File: src/rtl/bkpt_pkg.sv
package bkpt_pkg;
  localparam int unsigned MODE_W    = 5;
  localparam logic [MODE_W-1:0] ABORT_MODE = 5'b10111;
  localparam int unsigned STATE_BIT = 5;
  localparam int unsigned FIQ_BIT   = 6;
  localparam int unsigned IRQ_BIT   = 7;

  typedef struct packed {
    logic pc_we;
    logic psr_we;
    logic bank_we;
    logic dbg_req;
  } bkpt_ctl_t;
endpackage

File: src/rtl/bkpt_psr_xform.sv
module bkpt_psr_xform
  import bkpt_pkg::*;
#(
  parameter int unsigned W = 32
) (
  input  logic [W-1:0] psr_i,
  output logic [W-1:0] psr_o
);
  always_comb begin
    psr_o                  = psr_i;
    psr_o[MODE_W-1:0]      = ABORT_MODE;
    psr_o[STATE_BIT]       = 1'b0;
    psr_o[IRQ_BIT]         = 1'b1;
    // the fast-interrupt mask bit passes through untouched
  end
endmodule

File: src/rtl/bkpt_vec_sel.sv
module bkpt_vec_sel #(
  parameter int unsigned W          = 32,
  parameter logic [31:0] HI_BASE    = 32'hFFFF_0000,
  parameter logic [31:0] LO_BASE    = 32'h0000_0000,
  parameter int unsigned VEC_OFS    = 12,
  parameter bit          HAS_HIVEC  = 1'b1
) (
  input  logic         hivec_i,
  output logic [W-1:0] vec_o
);
  localparam logic [W-1:0] HI_VEC = W'(HI_BASE) + W'(VEC_OFS);
  localparam logic [W-1:0] LO_VEC = W'(LO_BASE) + W'(VEC_OFS);

  generate
    if (HAS_HIVEC) begin : g_sel
      assign vec_o = hivec_i ? HI_VEC : LO_VEC;
    end else begin : g_fixed
      logic unused_hi;
      assign unused_hi = hivec_i;
      assign vec_o     = LO_VEC;
    end
  endgenerate
endmodule

File: src/rtl/bkpt_dbg_ctrl.sv
module bkpt_dbg_ctrl (
  input  logic clk,
  input  logic rst_n,
  input  logic bkpt_i,
  input  logic override_i,
  input  logic resume_i,
  output logic take_exc_o,
  output logic take_dbg_o,
  output logic do_resume_o,
  output logic halted_o
);
  logic halted_q, halted_d;
  logic accept;

  always_comb begin
    accept      = bkpt_i & ~halted_q;
    take_exc_o  = accept & ~override_i;
    take_dbg_o  = accept & override_i;
    do_resume_o = halted_q & resume_i;
    halted_d    = halted_q;
    if (do_resume_o)     halted_d = 1'b0;
    else if (take_dbg_o) halted_d = 1'b1;
  end

  always_ff @(posedge clk or negedge rst_n) begin
    if (!rst_n) halted_q <= 1'b0;
    else        halted_q <= halted_d;
  end

  assign halted_o = halted_q;
endmodule

File: src/rtl/bkpt_entry_unit.sv
module bkpt_entry_unit
  import bkpt_pkg::*;
#(
  parameter int unsigned XLEN      = 32,
  parameter int unsigned IMM_W     = 8,
  parameter int unsigned LINK_OFS  = 4,
  parameter logic [31:0] HI_BASE   = 32'hFFFF_0000,
  parameter int unsigned VEC_OFS   = 12
) (
  input  logic             clk,
  input  logic             rst_n,
  input  logic             bkpt_valid,
  input  logic [XLEN-1:0]  bkpt_pc,
  input  logic [IMM_W-1:0] bkpt_imm,
  input  logic [XLEN-1:0]  cur_psr,
  input  logic             dbg_override_en,
  input  logic             hivec_cfg,
  input  logic             dbg_resume_valid,
  input  logic [XLEN-1:0]  dbg_resume_pc,
  output logic             pc_wr_en,
  output logic [XLEN-1:0]  pc_next,
  output logic             psr_wr_en,
  output logic [XLEN-1:0]  psr_next,
  output logic             lr_abt_we,
  output logic [XLEN-1:0]  lr_abt_wdata,
  output logic             spsr_abt_we,
  output logic [XLEN-1:0]  spsr_abt_wdata,
  output logic             dbg_req,
  output logic [IMM_W-1:0] dbg_tag,
  output logic             fetch_hold
);
  logic            take_exc, take_dbg, do_resume, halted;
  logic [XLEN-1:0] psr_abt, vec_addr;
  logic [XLEN-1:0] pc_d, lr_d;
  bkpt_ctl_t       ctl_d, ctl_q;

  bkpt_dbg_ctrl u_ctrl (
    .clk         (clk),
    .rst_n       (rst_n),
    .bkpt_i      (bkpt_valid),
    .override_i  (dbg_override_en),
    .resume_i    (dbg_resume_valid),
    .take_exc_o  (take_exc),
    .take_dbg_o  (take_dbg),
    .do_resume_o (do_resume),
    .halted_o    (halted)
  );

  bkpt_psr_xform #(.W(XLEN)) u_psr (
    .psr_i (cur_psr),
    .psr_o (psr_abt)
  );

  bkpt_vec_sel #(
    .W         (XLEN),
    .HI_BASE   (HI_BASE),
    .VEC_OFS   (VEC_OFS),
    .HAS_HIVEC (1'b1)
  ) u_vec (
    .hivec_i (hivec_cfg),
    .vec_o   (vec_addr)
  );

  // next-state
  always_comb begin
    ctl_d.pc_we   = take_exc | do_resume;
    ctl_d.psr_we  = take_exc;
    ctl_d.bank_we = take_exc;
    ctl_d.dbg_req = take_dbg;
    pc_d          = take_exc ? vec_addr : dbg_resume_pc;
    lr_d          = bkpt_pc + XLEN'(LINK_OFS);
  end

  // control pulses
  always_ff @(posedge clk or negedge rst_n) begin
    if (!rst_n) ctl_q <= '0;
    else        ctl_q <= ctl_d;
  end

  // data registers with explicit load enables
  always_ff @(posedge clk or negedge rst_n) begin
    if (!rst_n)           pc_next <= '0;
    else if (ctl_d.pc_we) pc_next <= pc_d;
  end

  always_ff @(posedge clk or negedge rst_n) begin
    if (!rst_n) begin
      psr_next       <= '0;
      lr_abt_wdata   <= '0;
      spsr_abt_wdata <= '0;
    end else if (take_exc) begin
      psr_next       <= psr_abt;
      lr_abt_wdata   <= lr_d;
      spsr_abt_wdata <= cur_psr;
    end
  end

  always_ff @(posedge clk or negedge rst_n) begin
    if (!rst_n)                    dbg_tag <= '0;
    else if (take_exc | take_dbg)  dbg_tag <= bkpt_imm;
  end

  assign pc_wr_en    = ctl_q.pc_we;
  assign psr_wr_en   = ctl_q.psr_we;
  assign lr_abt_we   = ctl_q.bank_we;
  assign spsr_abt_we = ctl_q.bank_we;
  assign dbg_req     = ctl_q.dbg_req;
  assign fetch_hold  = halted;
endmodule

File: config.mk
export PLATFORM = sky130hd
export DESIGN_NAME = bkpt_entry_unit
export DESIGN_NICKNAME = d
export VERILOG_FILES = /design/src/rtl/bkpt_pkg.sv /design/src/rtl/bkpt_psr_xform.sv /design/src/rtl/bkpt_vec_sel.sv /design/src/rtl/bkpt_dbg_ctrl.sv /design/src/rtl/bkpt_entry_unit.sv
export SDC_FILE = /design/constraint.sdc
export NUM_CORES = 1
export LEC_CHECK = 0
export BUFFER_PORTS_ARGS = -buffer_cell sky130_fd_sc_hd__buf_2
export CAP_MARGIN = 20
export CORE_AREA = 2 2 103 105
export CTS_BUF_LIST = sky130_fd_sc_hd__clkbuf_4 sky130_fd_sc_hd__clkbuf_8 sky130_fd_sc_hd__clkbuf_16
export CTS_CLUSTER_SIZE = 10
export DETAILED_ROUTE_END_ITERATION = 6
export DIE_AREA = 0 0 105 107
export PLACE_DENSITY = 0.85
export SLEW_MARGIN = 20
export SYNTH_ARGS = -nofsm -noshare
export SYNTH_HDL_FRONTEND = slang
export SYNTH_SLANG_ARGS = --single-unit
export TNS_END_PERCENT = 30
File: constraint.sdc
create_clock -name clk -period 4.02 [get_ports clk]
set_input_delay 0.201 -clock clk [delete_from_list [all_inputs] [get_ports clk]]
set_output_delay 0.201 -clock clk [all_outputs]
set_load 0.02 [all_outputs]
==> flow_metrics.tcl, run 1 <==
set metrics [dict create \
    cellPowerDensity_mw_per_mm2 491 \
    status "complete, no violations" \
    hold_viol_final 0 \
    setup_viol 0 \
    grt_pass1_wl_mm 20.1 \
    slowest_delay_ns 0.88 \
    drc 0 \
    crit_end "pc_next[30]$_DFFE_PN0P_" \
    fin_crit_ns 2.68 \
    routed_via_density 4.96 \
    layout_common_cells "248 x buf_2, 207 x nand2_1, 109 x dfrtp_1" \
    die_h_um 107 \
    core_region_area_mm2 0.0101 \
    cts-root-buf "clkbuf_8" \
    wl_mm 12.8 \
    initial_core_util_pct 48.5 \
    grt_max_degree 81 \
    ctsResizeCount 0 \
    synth_edf_count 0 \
    utilization_pct 61.6 \
    post_synth.cell_area_avg_um2 9.27 \
    preCtsSetupSlack_ns 1.32 \
    crit_family "simple AND/OR/NAND/NOR gates" \
    vias 4342 \
    syn_to_final_growth_pct 27.1 \
    path_buf_inv 0 \
    required_ns 4.21 \
    grt_use_total_pct 22.4 \
    synth_flop_cell "dfrtp_1" \
    crit_slowest_cell "nor2_1" \
    layout.nets 846 \
    critical_path.max_fanout 36 \
    worst-setup-path-type "flip-flop to flip-flop" \
    htreeDepth 3 \
    ios 252 \
    clk_latency_ns 0.36 \
    cp.arrival_ns 2.87 \
    r2r_cells 4 \
    cp_num_cells 4 \
    min_from "cur_psr[4]" \
    drt_first_pass_iters 5 \
    r2r-end "pc_next[30]$_DFFE_PN0P_" \
    async_reset_ff_share_pct 100 \
    routedWlPerCell_um 14.6 \
    final_common_cell "buf_2" \
    irDropWorstVdd_mv 0.242 \
    cts_tree "built" \
    drv_slew 0 \
    period_share_pct 66.5 \
    startpoint_type "flip-flop" \
    grt_pass1_vias 4132 \
    yosysSeqAreaShare_pct 55.7 \
    grt_overflow_total 0 \
    clock_skew_ns 0.0108 \
    n_antenna_cell 0 \
    path_cells "nor2b_1 -> nand2b_4 -> nor2_1 -> a31oi_1" \
    die_w_um 105 \
    synth_cell_types 32 \
    cts_setup_buffers 0 \
    yosysWarnings 0 \
    max_slew.worst_pin.slew_ns 0.997 \
    clock_sinks 109 \
    rows 37 \
    setup_ws_ns 1.34 \
    io_buffers 249 \
    endpoint_kind "flip-flop" \
    dieArea_mm2 0.0112 \
    drive_gt1_share_pct 39.2 \
    fillers 897 \
    reg2reg_setup_slack_ns 1.34 \
    fin_setup_tns_ns 0 \
    r2r_start "u_ctrl.halted_o$_DFFE_PN0P_" \
    clk_pin_slew_ns 0.10 \
    numCtsBuffers 9 \
    gp_congestion 0.812 \
    synth_cells 528 \
    synth_area_mm2 0.00489 \
    hpwl_mm 9.42 \
    ctsHoldBuffers 2 \
    min_path_type "input port to flip-flop" \
    cp-startpoint "u_ctrl.halted_o$_DFFE_PN0P_" \
    ys_seq_elements 109 \
    drtIter0Drc 344 \
    rsz0062_at_grt "no" \
    power_mw 3.05 \
    relSlewSlack_pct 33.3 \
    antenna_found_initial 0 \
    power_leakage_nw 3.34 \
    fmax_mhz 374 \
    cap_violations 0 \
    cts_buffer_depth 2 \
    ant_nets 0 \
]
how the worst min path moves through the flow:
stage	endpoint	slack [ns]	depth (start not counted)
4_1_cts	spsr_abt_wdata[12]$_DFFE_PN0P_	0.004	3
5_1_grt	spsr_abt_wdata[5]$_DFFE_PN0P_	0.01	3
3_5_place_dp	spsr_abt_wdata[9]$_DFFE_PN0P_	0.39	3
6_report	spsr_abt_wdata[4]$_DFFE_PN0P_	0.03	3
2_1_floorplan	dbg_req$_DFF_PN0_	-0.09	0
3_3_place_gp	spsr_abt_wdata[27]$_DFFE_PN0P_	0.38	1
flip-flops by register name, summed over array words and instances (netlist names):
signal,flops
dbg_req,1
psr_next,1
pc_next,32
u_ctrl.halted_o,1
lr_abt_wdata,32
dbg_tag,8
lr_abt_we,1
pc_wr_en,1
spsr_abt_wdata,32
tightest hold or removal path: stages:
cell,delay (ns)
buf_2,0.07
nand2_1,0.04
nand2_1,0.05
report_power, final:
group          internal [mW]  switching (mW)  total (mW)
clock network          0.296           0.362       0.658
registers               1.30           0.125        1.42
logic                  0.325           0.645       0.971
total                   1.92            1.13        3.05
kinds of logic after synthesis:
logic type,count (synthesis),share of synthesized area (%)
AOI/OAI and AO/OA,60,6.60
xor gates and xnor gates,28,5.01
adders and majority gates,1,0.256
buffers and inverters,66,7.72
DFF,109,55.7
muxes,8,1.84
other,1,0.0766
and+or+nand+nor,255,22.8
cell usage after synthesis, drive strengths merged (4+ instances only):
cell	number	area (um2)
a21oi	14	70.1
a31oi	16	100
and3	4	25.0
buf	41	284
clkbuf	19	71.3
dfrtp	109	2730
inv	6	22.5
mux2	8	90.1
nand2	207	777
nand3	13	65.1
nand4	7	62.6
nor2	8	30.0
nor3	6	55.1
o21ai	29	145
xnor2	15	131
xor2	13	114
metrics by stage:
step | area [um2] | hold slack [ns] | cells
2_1_floorplan | 4900 | -0.0946 | 529
3_3_place_gp | 5980 | 0.380 | 856
3_5_place_dp | 5980 | 0.395 | 856
4_1_cts | 6200 | 0.00357 | 874
5_1_grt | 6220 | 0.0136 | 876
6_report | 6220 | 0.0277 | 876
layer usage:
metal / up-vias / GRT usage, % / part of all wire, %
met3: 20 / 3.65 / 5.2
met1: 2064 / 27.5 / 40
met5: - / 0 / 0
met2: 171 / 39.4 / 53
li1: 2087 / - / -
met4: 0 / 8.86 / 2.0
layout make-up:
cell class | instances | area [um2] | area share (%)
clock inverter | 6 | 62.6 | 1.01
multi-input combinational | 354 | 1800 | 29.0
sequential | 109 | 2730 | 43.8
tap | 136 | 170 | 2.74
inverter | 6 | 22.5 | 0.362
clock buffer | 10 | 131 | 2.11
timing repair buffer | 255 | 1310 | 21.0
No activity file was read; power rests on OpenSTA's default activity.
==> inputs of run 2 (changes only) <==
- ABC_AREA: default -> 1
- CORE_AREA: 2 2 103 105 -> 2 2 115 117
- DIE_AREA: 0 0 105 107 -> 0 0 117 119
- PLACE_DENSITY: 0.85 -> 0.76
- clock period: 4.02 -> 2.3 ns (I/O delays scaled with it)
==> flow_metrics.tcl, run 2 <==
set metrics [dict create \
    status "complete, no violations" \
    use_met1_pct 26.1 \
    io_buffers 249 \
    crit_slowest_cell "dfrtp_1" \
    ant_nets 0 \
    relSlewSlack_pct 54.8 \
    layout_common_cells "252 x nand2_1, 248 x buf_2, 109 x dfrtp_1" \
    routed_via_density 4.63 \
    crit_family "flip-flops" \
    drive_gt1_share_pct 34.5 \
    required_ns 2.52 \
    die_w_um 117 \
    worst-setup-path-type "flip-flop to flip-flop" \
    met3_usage_pct 5.24 \
    synth_edf_count 0 \
    drc 0 \
    power_leakage_nw 3.94 \
    cts_setup_buffers 0 \
    grt.busiest_layer "met2" \
    drt_first_pass_iters 4 \
    layout.nets 1000 \
    synth_most_common_cell "nand2_1" \
    wl_mm 14.7 \
    slowest_delay_ns 0.78 \
    setup_viol 0 \
    fin_setup_tns_ns 0 \
    drtIter0Drc 288 \
    vias 4959 \
    synth_top_area_share_pct 52.1 \
    yosysSeqAreaShare_pct 52.1 \
    final_common_cell "nand2_1" \
    cap_violations 0 \
    use_met2_pct 34.4 \
    cts-root-buf "clkbuf_16" \
    critical_path.max_fanout 19 \
    gp_congestion 0.916 \
    path_cells "nand2_1 -> nand2_8 -> nand2_1 -> inv_2 -> a21oi_1" \
    period_share_pct 85.1 \
    core_region_area_mm2 0.0129 \
    largestRegisters "lr_abt_wdata (32), pc_next (32), spsr_abt_wdata (32)" \
    cp.arrival_ns 2.17 \
    syn_to_final_growth_pct 38.0 \
    synthTopCellsByCount "252 x nand2_1, 109 x dfrtp_1, 49 x nor2_1" \
    yosysWarnings 0 \
    cp_common_cell "nand2_1" \
    min_path_type "input port to flip-flop" \
    routedWlPerCell_um 13.7 \
    initial_core_util_pct 40.6 \
    rsz0062_at_grt "no" \
    synth_area_leaders "dfrtp_1 52%, nand2_1 18%, buf_4 5.3%" \
    grt_overflow_total 0 \
    fmax_mhz 511 \
    dieArea_mm2 0.0139 \
    grt_pass1_vias 4685 \
    synth_cell_types 32 \
    rows 42 \
    ys_seq_elements 109 \
    synth_flop_cell "dfrtp_1" \
    clk_latency_ns 0.35 \
    startpoint_type "flip-flop" \
    synth_cells 625 \
    synth_area_mm2 0.00523 \
    async_reset_ff_share_pct 100 \
    htreeDepth 3 \
    max_slew.worst_pin.slew_ns 0.677 \
    fin_crit_ns 1.96 \
    die_h_um 119 \
    cts_tree "built" \
    path_buf_inv 1 \
    numCtsBuffers 9 \
    cellPowerDensity_mw_per_mm2 812 \
    clock_sinks 109 \
    grt_max_degree 53 \
    power_mw 5.86 \
    cts_buffer_depth 2 \
    hpwl_mm 10.4 \
    post_synth.cell_area_avg_um2 8.37 \
    yosysTopAreaCell "dfrtp_1" \
    endpoint_kind "flip-flop" \
    clk_pin_slew_ns 0.08 \
    grt_pass1_wl_mm 22.9 \
    antenna_found_initial 4 \
    drv_slew 0 \
    grt_use_total_pct 20.9 \
    ios 252 \
    clock_skew_ns 0.0149 \
    hold_viol_final 0 \
    irDropWorstVdd_mv 0.509 \
]
==> run 2: cell families (layout without fill, tap and decap cells) <==
logic type      after synthesis  in the layout  share of synthesized area (%)
simple gates                359            359                           28.2
mux                           8              8                           1.72
flops                       109            109                           52.1
buf+inv                      96            364                           10.4
xor+xnor                      6              6                           1.00
fa+ha+maj                     1              1                          0.239
compound gates               45             45                           6.19
other cells                   1              4                         0.0717
==> run 2: area by class of cell <==
cell class / count / area, um2
sequential: 109 / 2730
fill: 1190 / 5660
inverter: 40 / 155
multi-input combinational: 421 / 1970
clock buffer: 9 / 225
clock inverter: 7 / 65.1
timing repair buffer: 308 / 1850
tap: 176 / 220
antenna: 2 / 5.00
==> run 2: final timing paths <==
kind                                        startpoint                              to  slack [ns]  depth (start not counted)
max                        u_ctrl.halted_o$_DFFE_PN0P_         pc_next[17]$_DFFE_PN0P_        0.34                          5
min reg2reg                lr_abt_wdata[0]$_DFFE_PN0P_     lr_abt_wdata[0]$_DFFE_PN0P_        0.48                          2
max reg2reg                u_ctrl.halted_o$_DFFE_PN0P_         pc_next[17]$_DFFE_PN0P_        0.34                          5
max in group asynchronous                        rst_n  spsr_abt_wdata[19]$_DFFE_PN0P_        1.31                          3
min                                         bkpt_pc[2]     lr_abt_wdata[2]$_DFFE_PN0P_        0.01                          2
min in group asynchronous                        rst_n         pc_next[15]$_DFFE_PN0P_        0.25                          2
==> run 2: repair_timing <==
action                                  CTS  global route
hold buffers                             54             0
endpoints found under the setup margin    0             0
hold endpoints to repair                 82             0
gates resized for setup                   0             0
==> run 2: power by group <==
part / total, mW / leakage, nW / internal, mW / switching, mW
clock: 1.52 / 0.141 / 0.765 / 0.757
combinational: 1.85 / 2.47 / 0.658 / 1.19
sequential: 2.49 / 1.33 / 2.27 / 0.216
total: 5.86 / 3.94 / 3.70 / 2.16
==> run 2: through the flow <==
stage | setup WS, ns | util [%] | instances | hold slack, ns | instance area (um2)
global route | 0.249 | 56.1 | 1071 | 0.00131 | 7220
CTS | 0.372 | 56.0 | 1070 | 0.000000694 | 7210
finish | 0.343 | 56.1 | 1072 | 0.0124 | 7220
floorplan | 0.885 | - | 626 | -0.181 | 5240
detailed placement | 0.374 | 49.6 | 1000 | 0.0865 | 6380
global placement | 0.430 | 49.6 | 1000 | 0.0792 | 6380
==> run 2: layer usage <==
| layer | part of all wire, % | wire [um] | vias up |
|---|---|---|---|
| li1 | - | - | 2454 |
| met3 | 6.1 | 893 | 40 |
| met1 | 43 | 6280 | 2288 |
| met4 | 3.3 | 493 | 4 |
| met5 | 0.18 | 27 | - |
| met2 | 48 | 7030 | 173 |
==> inputs of run 3 (changes only) <==
- CAP_MARGIN: 20 -> 30
- REMOVE_ABC_BUFFERS: default -> 1
==> flow_metrics.tcl, run 3 (synthesis gave the netlist of run 2 again) <==
set metrics [dict create \
    gp_congestion 0.884 \
    fmax_mhz 558 \
    cellPowerDensity_mw_per_mm2 832 \
    use_met1_pct 23.9 \
    layout_common_cells "252 x nand2_1, 248 x buf_2, 109 x dfrtp_1" \
    ant_nets 0 \
    rows 42 \
    syn_to_final_growth_pct 36.1 \
    clk_pin_slew_ns 0.08 \
    drc 0 \
    grt_pass1_vias 4638 \
    layout.nets 989 \
    min_path_type "input port to flip-flop" \
    setup_viol 0 \
    core_region_area_mm2 0.0129 \
    layout.cells.non_filler 1059 \
    final_area_mm2 0.00712 \
    htreeDepth 3 \
    cts_tree "built" \
    startpoint_type "flip-flop" \
    endpoint_kind "flip-flop" \
    hold_viol_final 0 \
    io_buffers 249 \
    cap_violations 0 \
    period_share_pct 77.9 \
    fin_crit_ns 1.79 \
    rsz0062_at_grt "no" \
    cp.arrival_ns 2.05 \
    grt_overflow_total 0 \
    initial_core_util_pct 40.6 \
    worst-setup-path-type "flip-flop to flip-flop" \
    antenna_found_initial 0 \
    ios 252 \
    critical_path.max_fanout 37 \
    hpwl_mm 10.3 \
    crit_family "buffers and inverters" \
    dp.cells 1000 \
    drv_slew 0 \
    irDropWorstVdd_mv 0.405 \
    fillers 1173 \
    cts_buffer_depth 2 \
    n_antenna_cell 0 \
    vias 4891 \
    clk_latency_ns 0.34 \
    path_cells "inv_4 -> nand3_4 -> inv_4 -> nand2_1 -> nand2_1 -> inv_2 -> a21oi_1" \
    status "complete, no violations" \
    cts-root-buf "clkbuf_16" \
    utilization_pct 55.3 \
    path_buf_inv 3 \
    use_met2_pct 36.7 \
    power_mw 5.93 \
    drive_gt1_share_pct 34.9 \
    placed_cell_area_mm2 0.00638 \
    required_ns 2.56 \
    grt_use_total_pct 20.2 \
    met3_usage_pct 3.82 \
    clock_skew_ns 0.00585 \
    power_leakage_nw 3.90 \
    grt_max_degree 73 \
    numCtsBuffers 9 \
    routed_via_density 4.62 \
    dieArea_mm2 0.0139 \
    cts_setup_buffers 0 \
    reg2reg_setup_slack_ns 0.51 \
    largestRegisters "lr_abt_wdata (32), pc_next (32), spsr_abt_wdata (32)" \
    slowest_delay_ns 0.43 \
    drtIter0Drc 321 \
    fin_setup_tns_ns 0 \
    wl_mm 14.5 \
    die_h_um 119 \
    grt_pass1_wl_mm 22.3 \
    routedWlPerCell_um 13.7 \
    grt.busiest_layer "met2" \
    final_common_cell "nand2_1" \
    drt_first_pass_iters 5 \
    die_w_um 117 \
    clock_sinks 109 \
    crit_slowest_cell "inv_4" \
]
-- run 3: final timing paths --
kind,from,depth (start not counted),to
min in group asynchronous,rst_n,2,pc_next[29]$_DFFE_PN0P_
min reg2reg,pc_next[10]$_DFFE_PN0P_,2,pc_next[10]$_DFFE_PN0P_
min,bkpt_imm[6],2,dbg_tag[6]$_DFFE_PN0P_
max,u_ctrl.halted_o$_DFFE_PN0P_,7,pc_next[16]$_DFFE_PN0P_
max reg2reg,u_ctrl.halted_o$_DFFE_PN0P_,7,pc_next[16]$_DFFE_PN0P_
max in group asynchronous,rst_n,3,spsr_abt_wdata[4]$_DFFE_PN0P_
-- run 3: cell type report --
| cell class | instances | area [um2] | area share (%) |
|---|---|---|---|
| Multi-Input combinational cell | 421 | 1970 | 27.7 |
| Timing Repair Buffer | 297 | 1740 | 24.5 |
| Clock inverter | 7 | 82.6 | 1.16 |
| Sequential cell | 109 | 2730 | 38.3 |
| Tap cell | 176 | 220 | 3.09 |
| Inverter | 40 | 155 | 2.18 |
| Clock buffer | 9 | 225 | 3.16 |
-- run 3: routing by layer --
layer / part of all wire [%] / vias up
met5: 0 / -
met4: 1.3 / 0
met3: 6.7 / 14
met2: 51 / 181
met1: 41 / 2255
li1: - / 2441
-- run 3: where the power goes --
part,switching [mW],internal (mW)
registers,0.211,2.28
logic,1.20,0.647
clock network,0.729,0.861
-- run 3: repair_timing --
action	4_1_cts	5_1_grt
hold buffers	43	0
resized for setup	0	0
endpoints found under the hold margin	113	0
-- run 3: per-stage QoR --
stage	hold WS (ns)	setup WS (ns)
after floorplan	-0.181	-0.683
after global placement	0.00124	0.550
after detailed placement	0.00408	0.491
after CTS	0.000959	0.475
after global routing	0.0113	0.350
final	0.0115	0.509
-- run 3: worst register-to-register path, cell delays in order, from the launching register on --
cell	delay, ns
dfrtp_1	0.41
inv_4	0.08
nand3_4	0.27
inv_4	0.44
nand2_1	0.09
nand2_1	0.09
inv_2	0.15
a21oi_1	0.18
